**config.mk**
```make
export PLATFORM = sky130hd
export DESIGN_NAME = boot_mode_decode
export DESIGN_NICKNAME = d
export VERILOG_FILES = /design/src/rtl/boot_pkg.sv /design/src/rtl/boot_rst_sync.sv /design/src/rtl/boot_mode_latch.sv /design/src/rtl/boot_addr_decode.sv /design/src/rtl/boot_strobe_gen.sv /design/src/rtl/boot_mode_decode.sv
export SDC_FILE = /design/constraint.sdc
export NUM_CORES = 1
export LEC_CHECK = 0
export ABC_AREA = 1
export BUFFER_PORTS_ARGS = -buffer_cell sky130_fd_sc_hd__buf_4
export CORE_AREA = 2 2 39 41
export DETAILED_ROUTE_END_ITERATION = 6
export DIE_AREA = 0 0 41 43
export SYNTH_ARGS = -nofsm -noshare
export SYNTH_HDL_FRONTEND = slang
export SYNTH_HIERARCHICAL = 1
export SYNTH_SLANG_ARGS = --single-unit
```
**constraint.sdc**
```tcl
create_clock -name clk -period 1.95 [get_ports clk]
set_clock_uncertainty 0.1 [all_clocks]
set_input_delay 0.0975 -clock clk [delete_from_list [all_inputs] [get_ports clk]]
set_output_delay 0.0975 -clock clk [all_outputs]
set_load 0.01 [all_outputs]
```
**src/rtl/boot_pkg.sv**
```systemverilog
package boot_pkg;

  typedef enum logic [1:0] {
    MODE_SINGLE,
    MODE_EXPANDED,
    MODE_BOOTSTRAP,
    MODE_TEST
  } op_mode_e;

  typedef struct packed {
    logic boot_rom;
    logic special;
    logic ext_bus;
  } mode_bits_t;

  function automatic mode_bits_t pins_to_bits(input logic pin_b, input logic pin_a);
    mode_bits_t m;
    case ({pin_b, pin_a})
      2'b10:   m = '{boot_rom: 1'b0, special: 1'b0, ext_bus: 1'b0};
      2'b11:   m = '{boot_rom: 1'b0, special: 1'b0, ext_bus: 1'b1};
      2'b00:   m = '{boot_rom: 1'b1, special: 1'b1, ext_bus: 1'b0};
      default: m = '{boot_rom: 1'b0, special: 1'b1, ext_bus: 1'b1};
    endcase
    return m;
  endfunction

  function automatic op_mode_e bits_to_mode(input mode_bits_t m);
    if (m.boot_rom)     return MODE_BOOTSTRAP;
    else if (m.special) return MODE_TEST;
    else if (m.ext_bus) return MODE_EXPANDED;
    else                return MODE_SINGLE;
  endfunction

endpackage

```
**src/rtl/boot_rst_sync.sv**
```systemverilog
module boot_rst_sync #(
  parameter int STAGES = 2
) (
  input  logic clk,
  input  logic rst_n,
  output logic run
);
  logic [STAGES-1:0] sh_q;
  logic [STAGES-1:0] sh_d;

  generate
    if (STAGES == 1) begin : g_one
      always_comb sh_d = 1'b1;
    end else begin : g_many
      always_comb sh_d = {sh_q[STAGES-2:0], 1'b1};
    end
  endgenerate

  always_ff @(posedge clk or negedge rst_n) begin
    if (!rst_n) sh_q <= '0;
    else        sh_q <= sh_d;
  end

  assign run = sh_q[STAGES-1];
endmodule

```
**src/rtl/boot_mode_latch.sv**
```systemverilog
module boot_mode_latch
  import boot_pkg::*;
(
  input  logic       clk,
  input  logic       capture_en,
  input  logic       pin_b,
  input  logic       pin_a,
  output mode_bits_t bits_q
);
  mode_bits_t bits_d;

  always_comb begin
    bits_d = bits_q;
    if (capture_en) bits_d = pins_to_bits(pin_b, pin_a);
  end

  // Loaded by sampling during reset, so it carries no reset of its own.
  always_ff @(posedge clk) begin
    bits_q <= bits_d;
  end
endmodule

```
**src/rtl/boot_addr_decode.sv**
```systemverilog
module boot_addr_decode #(
  parameter int          ADDR_W      = 16,
  parameter int          PAGE_BITS   = 4,
  parameter bit          EE_REMAP    = 1'b0,
  parameter logic [15:0] ROM_BASE    = 16'hE000,
  parameter logic [15:0] EE_FIX_BASE = 16'hB600,
  parameter int          EE_FIX_SIZE = 512
) (
  input  logic [ADDR_W-1:0]    addr,
  input  logic [PAGE_BITS-1:0] page,
  input  logic                 enable,
  input  logic                 rom_allowed,
  output logic                 rom_sel,
  output logic                 ee_sel
);
  localparam logic [ADDR_W-1:0] ROM_LO = ADDR_W'(ROM_BASE);
  localparam logic [ADDR_W-1:0] EE_LO  = ADDR_W'(EE_FIX_BASE);
  localparam logic [ADDR_W-1:0] EE_HI  = ADDR_W'(EE_FIX_BASE + EE_FIX_SIZE - 1);
  localparam int                HALF_B = ADDR_W - PAGE_BITS - 1;

  logic rom_hit, fix_hit, remap_hit, ee_hit;

  always_comb begin
    rom_hit   = (addr >= ROM_LO);
    fix_hit   = (addr >= EE_LO) && (addr <= EE_HI);
    remap_hit = (addr[ADDR_W-1 -: PAGE_BITS] == page) && addr[HALF_B];
    ee_hit    = EE_REMAP ? remap_hit : fix_hit;
    ee_sel    = enable && ee_hit;
    rom_sel   = enable && rom_allowed && rom_hit && !ee_hit;
  end
endmodule

```
**src/rtl/boot_strobe_gen.sv**
```systemverilog
module boot_strobe_gen (
  input  logic clk,
  input  logic rst_n,
  input  logic run,
  input  logic insn_start,
  output logic strobe_n
);
  logic strobe_d;

  always_comb strobe_d = !(run && insn_start);

  always_ff @(posedge clk or negedge rst_n) begin
    if (!rst_n) strobe_n <= 1'b1;
    else        strobe_n <= strobe_d;
  end
endmodule

```
**src/rtl/boot_mode_decode.sv**
```systemverilog
module boot_mode_decode
  import boot_pkg::*;
#(
  parameter bit EE_REMAP    = 1'b0,
  parameter int SYNC_STAGES = 2
) (
  input  logic        clk,
  input  logic        rst_n,
  input  logic        pin_b,
  input  logic        pin_a,
  input  logic [15:0] addr,
  input  logic        addr_valid,
  input  logic        insn_start,
  input  logic        cfg_rom_en,
  input  logic [3:0]  cfg_ee_page,
  output logic        mode_boot_rom,
  output logic        mode_special,
  output logic        mode_ext_bus,
  output logic        rom_sel,
  output logic        ee_sel,
  output logic        load_strobe_n
);
  logic       run_q;
  mode_bits_t bits_q;
  op_mode_e   op_mode;
  logic       rom_allowed;

  boot_rst_sync #(.STAGES(SYNC_STAGES)) u_sync (
    .clk(clk), .rst_n(rst_n), .run(run_q)
  );

  boot_mode_latch u_latch (
    .clk(clk), .capture_en(!run_q), .pin_b(pin_b), .pin_a(pin_a), .bits_q(bits_q)
  );

  always_comb begin
    op_mode     = bits_to_mode(bits_q);
    rom_allowed = (op_mode == MODE_SINGLE) || (op_mode == MODE_BOOTSTRAP) || cfg_rom_en;
  end

  boot_addr_decode #(.EE_REMAP(EE_REMAP)) u_dec (
    .addr(addr), .page(cfg_ee_page), .enable(run_q && rst_n && addr_valid),
    .rom_allowed(rom_allowed), .rom_sel(rom_sel), .ee_sel(ee_sel)
  );

  boot_strobe_gen u_strb (
    .clk(clk), .rst_n(rst_n), .run(run_q), .insn_start(insn_start), .strobe_n(load_strobe_n)
  );

  assign mode_boot_rom = bits_q.boot_rom;
  assign mode_special  = bits_q.special;
  assign mode_ext_bus  = bits_q.ext_bus;
endmodule

```
# Word level (Yosys, flattened, before mapping)
# Cells that the tools add are included.
# W data, S select, Z words.
dict set report classes {
  add_sub_neg 0
  mul 0
  div_mod_pow 0
  order_cmp 3
  n_eq_ne 3
  shift 0
  muxes 4
  bitwise 0
  n_reduce_logical 14
}
# operator n
set ops {}
lappend ops {{$ge A16 B16 Y1 const B} 2}
lappend ops {{$le A16 B16 Y1 const B} 1}
lappend ops {{$pmux W3 S3} 1}
lappend ops {{$logic_and A1 B1 Y1} 8}
lappend ops {{$eq A2 B2 Y1 const B} 3}
lappend ops {{$logic_not A2 Y1} 2}
lappend ops {{$mux W2} 2}
lappend ops {{$logic_not A1 Y1} 2}
lappend ops {{$logic_or A1 B1 Y1} 2}
lappend ops {{$mux W1} 1}
dict set report word_totals {
  ff_bits 6
  latch_bits 0
  mem_bits_rw 0
  romBits 0
  input_bits 27
  out_inout_bits 6
  word_cells 29
  mem_count 0
}

# Longest topological paths before layout
dict set report logic_depth {
  word_depth 9
  mapped_depth 5
  depth_no_buf 5
}

# Hierarchy
# Netlist, hierarchy kept.
# module n_inst cells_each area_per_inst_um2 seq_area_each_um2
set by_module_without_submodules {}
lappend by_module_without_submodules {boot_mode_latch 1 6 101.3 90.1}
lappend by_module_without_submodules {boot_rst_sync 1 3 53.8 50.0}
lappend by_module_without_submodules {boot_addr_decode 1 12 48.8 0.0}
lappend by_module_without_submodules {boot_mode_decode 1 8 32.5 0.0}
lappend by_module_without_submodules {boot_strobe_gen 1 2 30.0 26.3}

# Worst setup path after synthesis
# Ideal clock, no wire load.
dict set report synth_timing {
  kind {register to output}
  start {register, netlist name u_latch/bits_q[0]}
  end {output port rom_sel}
  arrival_ps 794
  t_required_ps 1752
  slack_ps 959
  path_stages_with_launch 6
  path_buffers 0
  cell_sequence {edfxtp_1 > inv_1 > nand2_1 > nand2_1 > nand3_1 > nor2_1}
}
dict set report synth_between {
  elab_chain_len 9
  elab_cells_between_ends 10
  classes_between {1 x eq/ne; 3 x mux; 6 x reduce/logical}
}
# item line_no
set synth_rtl {}
lappend synth_rtl {{$mux W1 *} boot_pkg.sv:30} ;# else if (m.ext_bus) return MODE_EXPANDED;
lappend synth_rtl {{$mux W2 *} boot_pkg.sv:29} ;# else if (m.special) return MODE_TEST;
lappend synth_rtl {{$mux W2 *} boot_pkg.sv:28} ;# if (m.boot_rom) return MODE_BOOTSTRAP;
lappend synth_rtl {{$eq A2 B2 Y1 / $logic_not A2 Y1 (equally long branches)} boot_mode_decode.sv:38} ;# rom_allowed = (op_mode == MODE_SINGLE) || (op_mode == MODE_BOOTSTRAP) || cfg_rom_en;
lappend synth_rtl {{$logic_or A1 B1 Y1 * (2 in series)} boot_mode_decode.sv:38}
lappend synth_rtl {{named net rom_allowed} boot_mode_decode.sv:26} ;# logic rom_allowed;
lappend synth_rtl {{$logic_and A1 B1 Y1 * (3 in series)} boot_addr_decode.sv:29} ;# rom_sel = enable && rom_allowed && rom_hit && !ee_hit;
lappend synth_rtl {{end, declared} boot_mode_decode.sv:19} ;# output logic rom_sel,
# The timed path passes the listed nets; every way through them passes the cells marked *.

# Worst setup path after layout
dict set report layout_timing {
  start {input port rst_n}
  end {output port rom_sel}
}
dict set report layout_between {
  elab_chain_len 5
}
# item line_no
set layout_rtl {}
lappend layout_rtl {{start, declared} boot_mode_decode.sv:8} ;# input logic rst_n,
lappend layout_rtl {{$logic_and A1 B1 Y1 (2 in series)} boot_mode_decode.sv:42} ;# .addr(addr), .page(cfg_ee_page), .enable(run_q && rst_n && addr_valid),
lappend layout_rtl {{$logic_and A1 B1 Y1 (3 in series)} boot_addr_decode.sv:29}
# Every way passes these cells.

==> flow_summary.ini <==
[cells_and_area]
multi_input_area_um2 = 73.82
drive_gt1_share_pct = 46.43
num-nets-final = 84
regArea_um2 = 166.4
fillers = 159
final_cells = 72
insertedDiodeCount = 0
syn_to_final_growth_pct = 80.75

[sta]
setup_viol = 0
period_needed_ns = 1.377
fin_crit_sh_pct = 70.61
max_freq_mhz = 726.3
hold_viol = 0
rsz0062_at_grt = no
slew_violations = 0
setup_tns_ns = 0

[critical_path]
cp_max_fo = 4
worstSetupEndpointType = primary output
cpMaxStageDelayCell = dlygate4sd3_1
worstSetupStartpointType = input port
critPathArrivalTime_ns = 1.18
required_ns = 1.75
crit_type = input port to primary output
crit_path_start = rst_n
cp_common_cell = buf_4
slowest_delay_ns = 0.52
cp_cell_sequence = dlygate4sd3_1 -> buf_4 -> nand2_1 -> nor2_2 -> nand3_1 -> nor2_1 -> buf_4
r2r_start = u_sync/sh_q[1]

[yosys]
synthTopCellsByArea = edfxtp_1 (34%), dfrtp_1 (19%), nand2_1 (13%), dfstp_2 (9.9%), inv_1 (7.0%)
synth_seq_area_share_pct = 62.44
syn-num-nets = 58
synth_top_area_share_pct = 33.80
yosysWarnings = 6
syn_area_per_cell_um2 = 8.597
synthCells = 31
ys_types = 11
yosys.area.top_type = edfxtp_1
syn-cell-area_um2 = 266.5
ys_ff_latch = 6

[run]
maxCapViolCount = 0

[outcome]
status = completed

[global_routing]
grt_start_max_net_pins = 5
grt_remaining_overflow = 0
grt_pass1_vias = 234
track_usage_pct = 7.599
antenna_found_initial = 0
grt_pass1_wl_um = 786

[drt]
drt_iter0_drc = 0
ant_nets = 0
viasPerCell = 3.542
drc = 0
drt-total-wl_um = 545
vias = 255
dr.pass1.iters = 1
routedWlPerCell_um = 7.569

[cts]
cts_max_path_buffers = 2
h-tree-depth = 1
clk_latency_ns = 0.24
cts_tree = built
postCtsHoldBufs = 3
path_clk_slew_ns = 0.05
clockRootBuffer = clkbuf_4
clock-sinks = 6
cts_buffers = 3
cts_setup_buffers = 0
cts_resized = 0

[power]
cellLeakagePower_nw = 0.2423
vdd_drop_max_mv = 0.2786
power.density_nw_per_um2 = 657.1

[floorplan]
die_h_um = 43
start_util_pct = 19.26
dieArea_um2 = 1763
fp.coreArea_um2 = 1384
die_w_um = 41
rows = 14
ios = 33

[placed_design]
dpl.cell_count = 65
dpl.hpwl_um = 441.1
io_buffers = 19
routabilityCongestion = 0.5642

[worst_hold_path]
worst_hold_path_type = input port to flop
min-delay-start = pin_b
==> Yosys cell counts <==
cell type  number
nand3_1         1
nor2_2          2
nand2_1         9
inv_2           1
conb_1          1
dfrtp_1         2
nor2_1          5
edfxtp_1        3
dfstp_2         1
clkbuf_1        1
inv_1           5
==> flip-flops by register name (all words and copies together), names as in the netlist <==
register,count
u_sync/sh_q,2
u_latch/bits_q,3
u_strb/strobe_n,1
==> per-stage QoR <==
stage                     area (um^2)  total power [mW]  worst slack [ns]  hold slack, ns  utilization, %
final                           481.7            0.3166            0.5731         0.01438           34.81
after global routing            481.7            0.3385            0.4683         0.01144           34.81
after CTS                       481.7            0.3256            0.5535        0.005648           34.81
after detailed placement        425.4            0.1905            0.9211         -0.2070           30.74
after global placement          425.4            0.1894            0.9291         -0.2088           30.74
after floorplan                 266.5            0.1596            0.9589         -0.2981               -
==> worst max-delay path, delay by kind of cell <==
family | cells | cell delay [ns]
buffers and inverters | 3 | 0.76
and+or+nand+nor | 4 | 0.32
==> layer usage <==
metal	global-route usage, %	vias up	wire length [um]
met3	3.141	2	73
met5	0	-	0
met2	12.19	16	302
met1	4.967	100	155
li1	-	137	-
met4	10.00	0	14
==> cells in the final DEF, fill, tap and decap left out <==
cell type      synthesis  routed
dfrtp_1                2       2
nor2_1                 5       5
clkbuf_4               0       3
nand3_1                1       1
edfxtp_1               3       3
dfstp_2                1       1
nor2_2                 2       2
buf_4                  0      19
nand2_1                9       9
clkbuf_1               1       1
dlygate4sd3_1          0       3
conb_1                 1       1
inv_2                  1       1
inv_1                  5       5
==> logic make-up after synthesis <==
kind of cell | Yosys count | synth area share, %
DFF | 6 | 62.45
buffers and inverters | 7 | 9.857
and+or+nand+nor | 17 | 26.29
other | 1 | 1.407
==> area by class of cell <==
type                    instances  area share (%)
flip-flops and latches          6           34.55
inverters                       6           4.675
repair buffers                 22           35.84
clock buffers                   4           5.455
multi-input cells              18           15.32
well taps                      16           4.156
==> worst paths after layout <==
check	end	slack (ns)	cells past startpoint
max reg2reg	u_latch/bits_q[2]	1.09	1
min	u_latch/bits_q[1]	0.01	2
max in group asynchronous	u_strb/strobe_n	1.48	2
min in group asynchronous	u_sync/sh_q[1]	0.08	2
max	rom_sel	0.57	7
min reg2reg	u_sync/sh_q[1]	0.26	0
==> power breakdown <==
part / leakage, nW / switching, mW / total (mW) / internal, mW
Combinational: 0.164 / 0.0170 / 0.0468 / 0.0298
Clock: 0.0150 / 0.0468 / 0.124 / 0.0776
Sequential: 0.0634 / 0.00329 / 0.145 / 0.142
Power figures use the tool's default switching activity.
